**src/rtl/prbs23_pkg.sv**
```systemverilog
package prbs23_pkg;
  localparam int unsigned PRBS_ORDER = 23;
  localparam int unsigned PRBS_TAP   = 18;
  localparam int unsigned LOCK_GOOD  = 32;
  localparam int unsigned DROP_BAD   = 16;
  localparam int unsigned COUNT_W    = 64;

  typedef enum logic {
    TRK_HUNT   = 1'b0,
    TRK_LOCKED = 1'b1
  } trk_state_e;
endpackage

```
**src/rtl/prbs23_lock_ctrl.sv**
```systemverilog
module prbs23_lock_ctrl
  import prbs23_pkg::*;
#(
  parameter int unsigned LOCK_RUN = LOCK_GOOD,
  parameter int unsigned DROP_RUN = DROP_BAD
) (
  input  logic clk,
  input  logic rst_n,
  input  logic rx_bit,
  input  logic pred_bit,
  output logic hunt,
  output logic locked,
  output logic err_inc,
  output logic word_inc
);
  localparam int unsigned GW = $clog2(LOCK_RUN);
  localparam int unsigned BW = $clog2(DROP_RUN);

  trk_state_e    state_q, state_d;
  logic [GW-1:0] good_q, good_d;
  logic [BW-1:0] bad_q, bad_d;
  logic          miss;

  always_comb begin
    miss    = rx_bit ^ pred_bit;
    state_d = state_q;
    good_d  = good_q;
    bad_d   = bad_q;
    unique case (state_q)
      TRK_HUNT: begin
        if (miss) begin
          good_d = '0;
        end else if (good_q == GW'(LOCK_RUN - 1)) begin
          state_d = TRK_LOCKED;
          good_d  = '0;
          bad_d   = '0;
        end else begin
          good_d = good_q + GW'(1);
        end
      end
      TRK_LOCKED: begin
        if (miss) begin
          if (bad_q == BW'(DROP_RUN - 1)) begin
            state_d = TRK_HUNT;
            bad_d   = '0;
            good_d  = '0;
          end else begin
            bad_d = bad_q + BW'(1);
          end
        end else begin
          bad_d = '0;
        end
      end
    endcase
  end

  always_ff @(posedge clk or negedge rst_n) begin
    if (!rst_n) begin
      state_q <= TRK_HUNT;
      good_q  <= '0;
      bad_q   <= '0;
    end else begin
      state_q <= state_d;
      good_q  <= good_d;
      bad_q   <= bad_d;
    end
  end

  assign hunt     = (state_q == TRK_HUNT);
  assign locked   = (state_q == TRK_LOCKED);
  assign word_inc = locked;
  assign err_inc  = locked & miss;
endmodule

```
**config.mk**
```make
export PLATFORM = sky130hd
export DESIGN_NAME = prbs23_lock_ctrl
export DESIGN_NICKNAME = d
export VERILOG_FILES = /design/src/rtl/prbs23_pkg.sv /design/src/rtl/prbs23_lock_ctrl.sv
export SDC_FILE = /design/constraint.sdc
export NUM_CORES = 1
export LEC_CHECK = 0
export BUFFER_PORTS_ARGS = -buffer_cell sky130_fd_sc_hd__buf_2
export CORE_AREA = 5 5 42 44
export CTS_CLUSTER_DIAMETER = 100
export CTS_CLUSTER_SIZE = 20
export DETAILED_ROUTE_END_ITERATION = 7
export DIE_AREA = 0 0 47 49
export HOLD_SLACK_MARGIN = 0.08
export PLACE_DENSITY = 0.57
export SLEW_MARGIN = 30
export SYNTH_ARGS = -nofsm -noshare
export SYNTH_HDL_FRONTEND = slang
export SYNTH_SLANG_ARGS = --single-unit
```
**constraint.sdc**
```tcl
create_clock -name clk -period 2.1 [get_ports clk]
set_input_delay 0.63 -clock clk [delete_from_list [all_inputs] [get_ports clk]]
set_output_delay 0.63 -clock clk [all_outputs]
set_load 0.05 [all_outputs]
```
# Word level (Yosys, flattened, before mapping)
# Cells that the tools add are included.
# totals
regBits	10
inputBits	4
out_inout_bits	4
wordCells	31
# op_classes
add_sub_neg	2
eq_ne	6
n_mux	15
bitwise	3
reduce_logical	2
# op_table
op	n
$mux 5	4
$mux 4	4
$pmux 5 s2	1
$pmux 4 s2	1
$ne 2x1->1 const B	3
$add 5x1->5 const B	1
$eq 5x5->1 const B	1
$add 4x1->4 const B	1
$eq 4x4->1 const B	1
$mux 1	4
$reduce_and 2->1	2
$ne 2x2->1 const B	1
$pmux 1 s2	1
$and 1x1->1	1
$not 1->1	1
$xor 1x1->1	1

# Logic depth before layout (Yosys ltp)
# Gate-level depths: netlist (run 1).
# depth
ltp_word	4
depth_mapped	6
ltp_nobuf	6

# Worst setup path before layout (run 1)
# OpenSTA, ideal clock, no wires.
# synth_path
kind	register to output
start	register state_q (netlist: locked)
end	output port err_inc
arrival_time_ns	1.973
required_time_ns	1.470
path_slack_ns	-0.503
path_stages_with_launch	3
n_path_buf	0
path_cell_list	dfrtp_1 -> inv_1 -> nor2_1
# synth_between
elab_chain_len	1
# synth_rtl
item	line_no	rtl
start: declaration	prbs23_lock_ctrl.sv:19	trk_state_e state_q, state_d;
start signal: assignment	prbs23_lock_ctrl.sv:63	state_q <= state_d;
$and 1x1->1	prbs23_lock_ctrl.sv:72	assign err_inc = locked & miss;
end: declaration	prbs23_lock_ctrl.sv:13	output logic err_inc,
# No other way between the ends.

# Final worst setup path (run 1)
# Ends and elaborated chain as after synthesis.

==> results of run 1 <==
[stage by stage]
step           hold WS [ns]  util [%]
2_1_floorplan         0.334         -
3_3_place_gp          0.482      44.4
3_5_place_dp          0.494      44.4
4_1_cts               0.210      46.3
5_1_grt               0.211      46.3
6_report              0.203      46.3
[layer usage]
layer | routed length, um | share of wire (%) | vias to the layer above
li1 | - | - | 217
met1 | 529 | 49 | 200
met2 | 457 | 42 | 7
met3 | 55 | 5.1 | 4
met4 | 45 | 4.1 | 0
met5 | 0 | 0 | -
[power breakdown]
group | internal (mW) | switching (mW) | total [mW]
Clock | 0.0738 | 0.0756 | 0.149
Combinational | 0.0230 | 0.0260 | 0.0490
Sequential | 0.206 | 0.0134 | 0.219
[sequential cells by signal, summed over array words and instances (netlist names)]
register  flops
locked        1
good_q        5
bad_q         4
[area by class of cell]
cell class | count | area, um^2 | share of cell area [%]
tap | 16 | 20.0 | 3.09
sequential | 10 | 251 | 38.8
clock buffer | 4 | 26.3 | 4.05
multi-input combinational | 38 | 289 | 44.6
timing repair buffer | 8 | 42.5 | 6.56
inverter | 4 | 18.8 | 2.90
[cell usage after synthesis, types with 2 or more instances]
master,n
dfrtp_1,10
a22o_1,4
inv_1,4
nand2b_1,4
ha_1,3
nand2_1,3
nor2_1,3
and3_1,2
nand3_1,2
nand4_1,2
o221ai_1,2
[cell usage in the layout (no fill, tap or decap), types with 2 or more instances in the layout]
master    n
nand2b_1  4
nand4_1   2
ha_1      3
o221ai_1  2
inv_1     3
nand3_1   2
nand2_1   3
dfrtp_1   9
a22o_1    4
nor2_1    2
buf_2     7
and3_1    2
clkbuf_4  3
[worst paths after layout]
check                          start   endpoint  slack, ns  cells after the start
setup / recovery              locked    err_inc       0.15                      3
hold / removal                 rst_n   bad_q[3]       0.20                      1
setup reg to reg           good_q[0]  good_q[3]       0.46                      6
hold reg to reg            good_q[0]  good_q[0]       0.50                      1
max in group asynchronous      rst_n     locked       1.69                      1
min in group clk           good_q[0]  good_q[0]       0.50                      1
[critical path: stages, from the launching register on]
cell        delay, ns
dfrtp_2          0.46
clkinvlp_4       0.17
nor2_4           0.14
buf_2            0.27
[logic make-up after synthesis]
| family | count (synthesis) | synth area share, % |
|---|---|---|
| buffers and inverters | 5 | 4.06 |
| AO/OA/AOI/OAI | 15 | 21.7 |
| AND/OR/NAND/NOR | 17 | 16.0 |
| flip-flops | 10 | 45.1 |
| XOR/XNOR | 2 | 4.52 |
| adder cells (fa/ha/maj) | 3 | 6.77 |
| multiplexers | 1 | 1.81 |
==> results by group, run 1 <==
Clock tree
  • Clk pin slew, worst setup/hold paths: 0.07 ns
  • CTS buffer count: 3
  • Root buffer cell: clkbuf_4
  • # resized after CTS: 0
  • Clk sink count: 10
  • Skew-Pair Late Insertion Delay: 0.27 ns
  • CTS Buffer Depth: 2
  • Post-cts hold buffer count: 0
  • CTS tree: done
  • Post-CTS Setup Bufs: 0
  • H-tree depth: 1

Drt
  • Antenna-violating nets left: 0
  • Initial DRT Pass Iterations: 3
  • Final routed DRC violation total: 0
  • Via/cell ratio: 5.35
  • Starting DRT DRC Count: 13
  • WL per Instance: 13.6 um
  • Final wirelength: 1.09 mm
  • Via Count: 428

GRT
  • Pin count of the biggest net entering global routing: 11
  • Initial antenna violation count: 0
  • First-pass GRT wire length: 1.97 mm
  • GRT overflow: 0
  • Routing usage on met1: 15.8%
  • Vias in the first global route: 458
  • Grt met3 use: 3.32%
  • Met2 Resource Use GR: 15.8%
  • Grt peak-use layer: met2
  • Total GRT Usage: 12.3%

Floorplanning
  • Core area: 1400 um^2
  • Io pins: 8
  • Die Wd: 47 um
  • Die ar.: 2300 um^2
  • Rows: 14
  • Initial Util: 39.6%
  • Die Y-Extent: 49 um

Synthesis
  • Synthesized area: 554 um^2
  • Most area-consuming cells after synthesis: dfrtp_1, ha_1, a22o_1
  • Mapped Cells: 53
  • Mean Syn Cell Area: 10.5 um^2
  • Top cell type by total area after synthesis: dfrtp_1
  • EDFF count, synth: 0
  • YS warnings: 0
  • Fraction of registers with async set/reset: 100%
  • Sequential element share of the synthesized area: 45.1%
  • Top cell type's share of synthesized area: 45.1%
  • Register bit total from synthesis: 10
  • Syn_nets: 60
  • Primary FF master, synth: dfrtp_1
  • Post-synth cell types: 25

Placement
  • Port bufs: 7
  • DP Cell Count: 76
  • RePlAce Congestion: 0.741
  • Detailed Place HPWL: 797 um
  • Pre-CTS WS: 0.184 ns
  • Dpl cell area: 622 um^2

Critical path
  • Element type at the critical path end: output port
  • CP Data Required Time: 1.47 ns
  • Crit start category: flop
  • Critical path peak fanout: 9
  • WS Path Type: reg -> out
  • Worst path arrival time: 1.32 ns

STA
  • Final Cycle Share: 93.0%
  • Max frequency: 512 MHz
  • Slew headroom: 79.3%
  • Pins Over Slew Limit: 0
  • Min Tclk post-route: 1.95 ns
  • Worst setup margin: 0.148 ns
  • Unrepaired setup endpoints after global routing: false
  • Clock skew: 0.000738 ns
  • Setup violators final: 0
  • Final hold vios: 0
  • Worst-Margin Slew: 0.309 ns
  • Setup TNS: 0 ns

Layout
  • Final Instance Area: 648 um^2
  • Area delta synth->final: 16.9%
  • Share of layout cells above drive strength 1: 25.0%
  • Fill cells: 141
  • Layout Cells excl Fill: 80
  • Fin nets: 72
  • Ant diodes: 0

Power
  • Total power draw: 0.417 mW
  • Power Dens Cells: 644 nW/um^2
  • Leakage: 0.313 nW
  • Peak supply drop: 291 uV

Job
  • MaxCap Viol Count: 0

Min path
  • Worst Hold Class: in -> async

Run status
  • Outcome: completed
(Power assumes the default switching activity.)
==> run 2, diff against run 1 <==
Settings changed: CTS_BUF_LIST set to sky130_fd_sc_hd__clkbuf_16, SETUP_SLACK_MARGIN set to 0.1.
==> results by group, run 2 (same netlist as run 1, synthesis figures left out) <==
Run status
  • Outcome: completed

Power
  • Leakage: 0.340 nW
  • Total power draw: 0.610 mW
  • Power Dens Cells: 868 nW/um^2
  • Peak supply drop: 461 uV

Clock tree
  • CTS buffer count: 3
  • Post-cts hold buffer count: 0
  • CTS Buffer Depth: 2
  • Clk sink count: 10
  • Skew-Pair Late Insertion Delay: 0.24 ns
  • Root buffer cell: clkbuf_16
  • # resized after CTS: 0
  • H-tree depth: 1
  • Post-CTS Setup Bufs: 0
  • Clk pin slew, worst setup/hold paths: 0.04 ns
  • CTS tree: done

Layout
  • Most common library cell in the layout ignoring fill and taps: dfrtp_1
  • Most frequent cells in the layout: dfrtp_1, buf_2, a22o_1, inv_1, nand2b_1
  • Share of layout cells above drive strength 1: 25.0%
  • Layout Cells excl Fill: 80
  • Max reg flops: 5
  • Ant diodes: 0
  • Biggest register: good_q
  • Final Instance Area: 703 um^2
  • Final core utilization: 50.2%
  • Area delta synth->final: 26.9%
  • Fin nets: 72

Critical path
  • Crit start category: primary input
  • CP Data Required Time: 1.47 ns
  • Critical path depth in cells: 4
  • WS Path Type: in -> out
  • Crit-path most repeated cell: buf_2
  • WP buf/inv: 2
  • Critical path peak fanout: 3
  • CP max stage delay: 0.27 ns
  • Cell Chain, Critical Path: buf_2 -> xnor2_2 -> nor2_4 -> buf_2
  • Worst path arrival time: 1.32 ns
  • Worst path slowest cell: buf_2
  • Top delay family on crit path: buffers and inverters
  • Reg2reg path depth: 6
  • Element type at the critical path end: output port

STA
  • Final Cycle Share: 93.0%
  • Worst setup margin: 0.148 ns
  • Clock skew: 0.00278 ns
  • Pins Over Slew Limit: 0
  • Slew headroom: 79.7%
  • Max frequency: 512 MHz
  • Final hold vios: 0
  • Unrepaired setup endpoints after global routing: false
  • Worst-Margin Slew: 0.303 ns
  • Min Tclk post-route: 1.95 ns
  • Setup TNS: 0 ns
  • Worst Hold Slack: 0.244 ns
  • Setup violators final: 0

Floorplanning
  • Die Wd: 47 um
  • Rows: 14
  • Die Y-Extent: 49 um
  • Die ar.: 2300 um^2
  • Core area: 1400 um^2
  • Initial Util: 39.6%
  • Io pins: 8

Drt
  • Via Count: 434
  • Starting DRT DRC Count: 4
  • Final wirelength: 1.11 mm
  • Final routed DRC violation total: 0
  • Antenna-violating nets left: 0
  • Via/cell ratio: 5.43
  • Initial DRT Pass Iterations: 2
  • WL per Instance: 13.9 um

Placement
  • Dpl cell area: 624 um^2
  • DP Cell Count: 76
  • Pre-CTS WS: 0.160 ns
  • RePlAce Congestion: 0.689
  • Port bufs: 7
  • Detailed Place HPWL: 798 um

GRT
  • Initial antenna violation count: 0
  • Vias in the first global route: 431
  • GRT overflow: 0
  • Total GRT Usage: 12.1%
  • Pin count of the biggest net entering global routing: 11
  • First-pass GRT wire length: 1.90 mm

Min path
  • Worst Hold Class: in -> async

Job
  • MaxCap Viol Count: 0
run 2: changes by cell type in the layout (fill, tap and decap cells not counted), sizes merged:
cell    delta
clkbuf     -1
inv        +1
run 2: area by class of cell:
| type | count | area (um^2) |
|---|---|---|
| inverters | 4 | 18.8 |
| multi-input cells | 38 | 289 |
| clock buffers | 3 | 75.1 |
| well taps | 16 | 20.0 |
| flip-flops and latches | 10 | 254 |
| fillers | 137 | 698 |
| repair buffers | 8 | 42.5 |
| clock inverters | 1 | 3.75 |
run 2: final timing paths:
path	start	to	slack, ns
max in group asynchronous	rst_n	locked	1.64
max	pred_bit	err_inc	0.15
min in group clk	good_q[0]	good_q[0]	0.49
max reg2reg	good_q[0]	good_q[3]	0.51
min reg2reg	good_q[0]	good_q[0]	0.49
min	rst_n	locked	0.24
run 2: power breakdown:
group	internal (mW)	switching [mW]	total (mW)
Combinational	0.0231	0.0263	0.0494
Clock	0.250	0.0912	0.341
Sequential	0.207	0.0135	0.220
Total	0.479	0.131	0.610
run 2: metal layers:
metal  vias up  wire, um  track usage [%]
li1        221         -                -
met1       198       518             13.9
met4         0        48             11.1
met3         6        66             4.06
met2         9       476             16.7
met5         -         0                0
==> run 3, diff against run 2 <==
Settings changed: CORE_AREA 5 5 42 44 to 2 2 39 41, DIE_AREA 0 0 47 49 to 0 0 41 43.
==> results by group, run 3 (same netlist as run 1, synthesis figures left out) <==
Clock tree
  • CTS tree: done
  • H-tree depth: 1
  • Post-cts hold buffer count: 0
  • # resized after CTS: 0
  • CTS Buffer Depth: 2
  • CTS buffer count: 3
  • Clk sink count: 10
  • Post-CTS Setup Bufs: 0
  • Skew-Pair Late Insertion Delay: 0.23 ns
  • Root buffer cell: clkbuf_16
  • Clk pin slew, worst setup/hold paths: 0.04 ns

Critical path
  • R2r setup slk: 0.48 ns
  • CP max stage delay: 0.27 ns
  • Critical path peak fanout: 3
  • CP Data Required Time: 1.47 ns
  • Cell Chain, Critical Path: buf_2 -> xnor2_2 -> nor2_4 -> buf_2
  • Crit start category: primary input
  • Reg2reg path depth: 6
  • Crit-path most repeated cell: buf_2
  • Worst path arrival time: 1.31 ns
  • Worst path slowest cell: buf_2
  • Element type at the critical path end: output port
  • WS Path Type: in -> out

STA
  • Setup violators final: 0
  • Final Cycle Share: 92.3%
  • Worst Hold Slack: 0.252 ns
  • Max frequency: 516 MHz
  • Min Tclk post-route: 1.94 ns
  • Setup TNS: 0 ns
  • Unrepaired setup endpoints after global routing: false
  • Clock skew: 0.00322 ns
  • Worst-Margin Slew: 0.312 ns
  • Final hold vios: 0
  • Pins Over Slew Limit: 0
  • Worst setup margin: 0.162 ns
  • Slew headroom: 79.1%

Power
  • Total power draw: 0.603 mW
  • Peak supply drop: 404 uV
  • Leakage: 0.340 nW
  • Power Dens Cells: 857 nW/um^2

Drt
  • Final wirelength: 1.06 mm
  • Via/cell ratio: 5.40
  • Final routed DRC violation total: 0
  • Initial DRT Pass Iterations: 4
  • Antenna-violating nets left: 0
  • WL per Instance: 13.3 um
  • Via Count: 432
  • Starting DRT DRC Count: 12

Run status
  • Outcome: completed

Layout
  • Max reg flops: 5
  • Share of layout cells above drive strength 1: 25.0%
  • Fill cells: 132
  • Ant diodes: 0
  • Area delta synth->final: 26.9%
  • Most common library cell in the layout ignoring fill and taps: dfrtp_1
  • Biggest register: good_q
  • Final core utilization: 50.8%
  • Most frequent cells in the layout: dfrtp_1, buf_2, a22o_1, inv_1, nand2b_1
  • Area of the multi-input gates: 289 um^2
  • Register area: 254 um^2
  • Fin nets: 72

Placement
  • Pre-CTS WS: 0.158 ns
  • RePlAce Congestion: 0.761
  • Port bufs: 7
  • Detailed Place HPWL: 790 um

GRT
  • Total GRT Usage: 16.2%
  • Vias in the first global route: 443
  • GRT overflow: 0
  • Initial antenna violation count: 0
  • First-pass GRT wire length: 1.82 mm
  • Pin count of the biggest net entering global routing: 11

Floorplanning
  • Initial Util: 40.1%
  • Die ar.: 1760 um^2
  • Die Y-Extent: 43 um
  • Die Wd: 41 um
  • Core area: 1380 um^2
  • Io pins: 8
  • Rows: 14

Min path
  • Worst Hold Class: in -> async

Job
  • MaxCap Viol Count: 0
run 3: cell counts in the layout (fill, tap and decap cells not counted):
Identical to the previous run, type by type.
run 3: worst max-delay path: cells and delay by family:
family / cells / cell delay [ns]
buf+inv: 2 / 0.39
simple gates: 1 / 0.13
xor+xnor: 1 / 0.15
run 3: per-layer routing:
metal | track usage [%] | vias to the layer above | wire length, um
met1 | 20.9 | 201 | 522
met5 | 0 | - | 0
li1 | - | 221 | -
met3 | 4.71 | 0 | 46
met2 | 21.9 | 10 | 493
met4 | 12.0 | 0 | 0
run 3: power breakdown:
group	leakage [nW]	switching, mW	internal (mW)
sequential	0.131	0.0132	0.207
combinational	0.168	0.0259	0.0229
clock	0.0423	0.0849	0.249
run 3: cell type report:
type | instances | share of cell area, %
multi-input cells | 38 | 41.1
flip-flops and latches | 10 | 36.1
clock buffers | 3 | 10.7
repair buffers | 8 | 6.05
well taps | 16 | 2.85
inverters | 4 | 2.67
clock inverters | 1 | 0.534
run 3: path summary, 6_finish.rpt:
path / startpoint / to
max: pred_bit / err_inc
min: rst_n / locked
max reg2reg: good_q[0] / good_q[2]
min reg2reg: good_q[4] / good_q[4]
max in group asynchronous: rst_n / locked
min in group clk: good_q[4] / good_q[4]
run 3: stage by stage:
step | cell area [um^2] | instances
2_1_floorplan | 569 | 53
5_1_grt | 703 | 80
3_5_place_dp | 624 | 76
3_3_place_gp | 624 | 76
6_report | 703 | 80
4_1_cts | 703 | 80
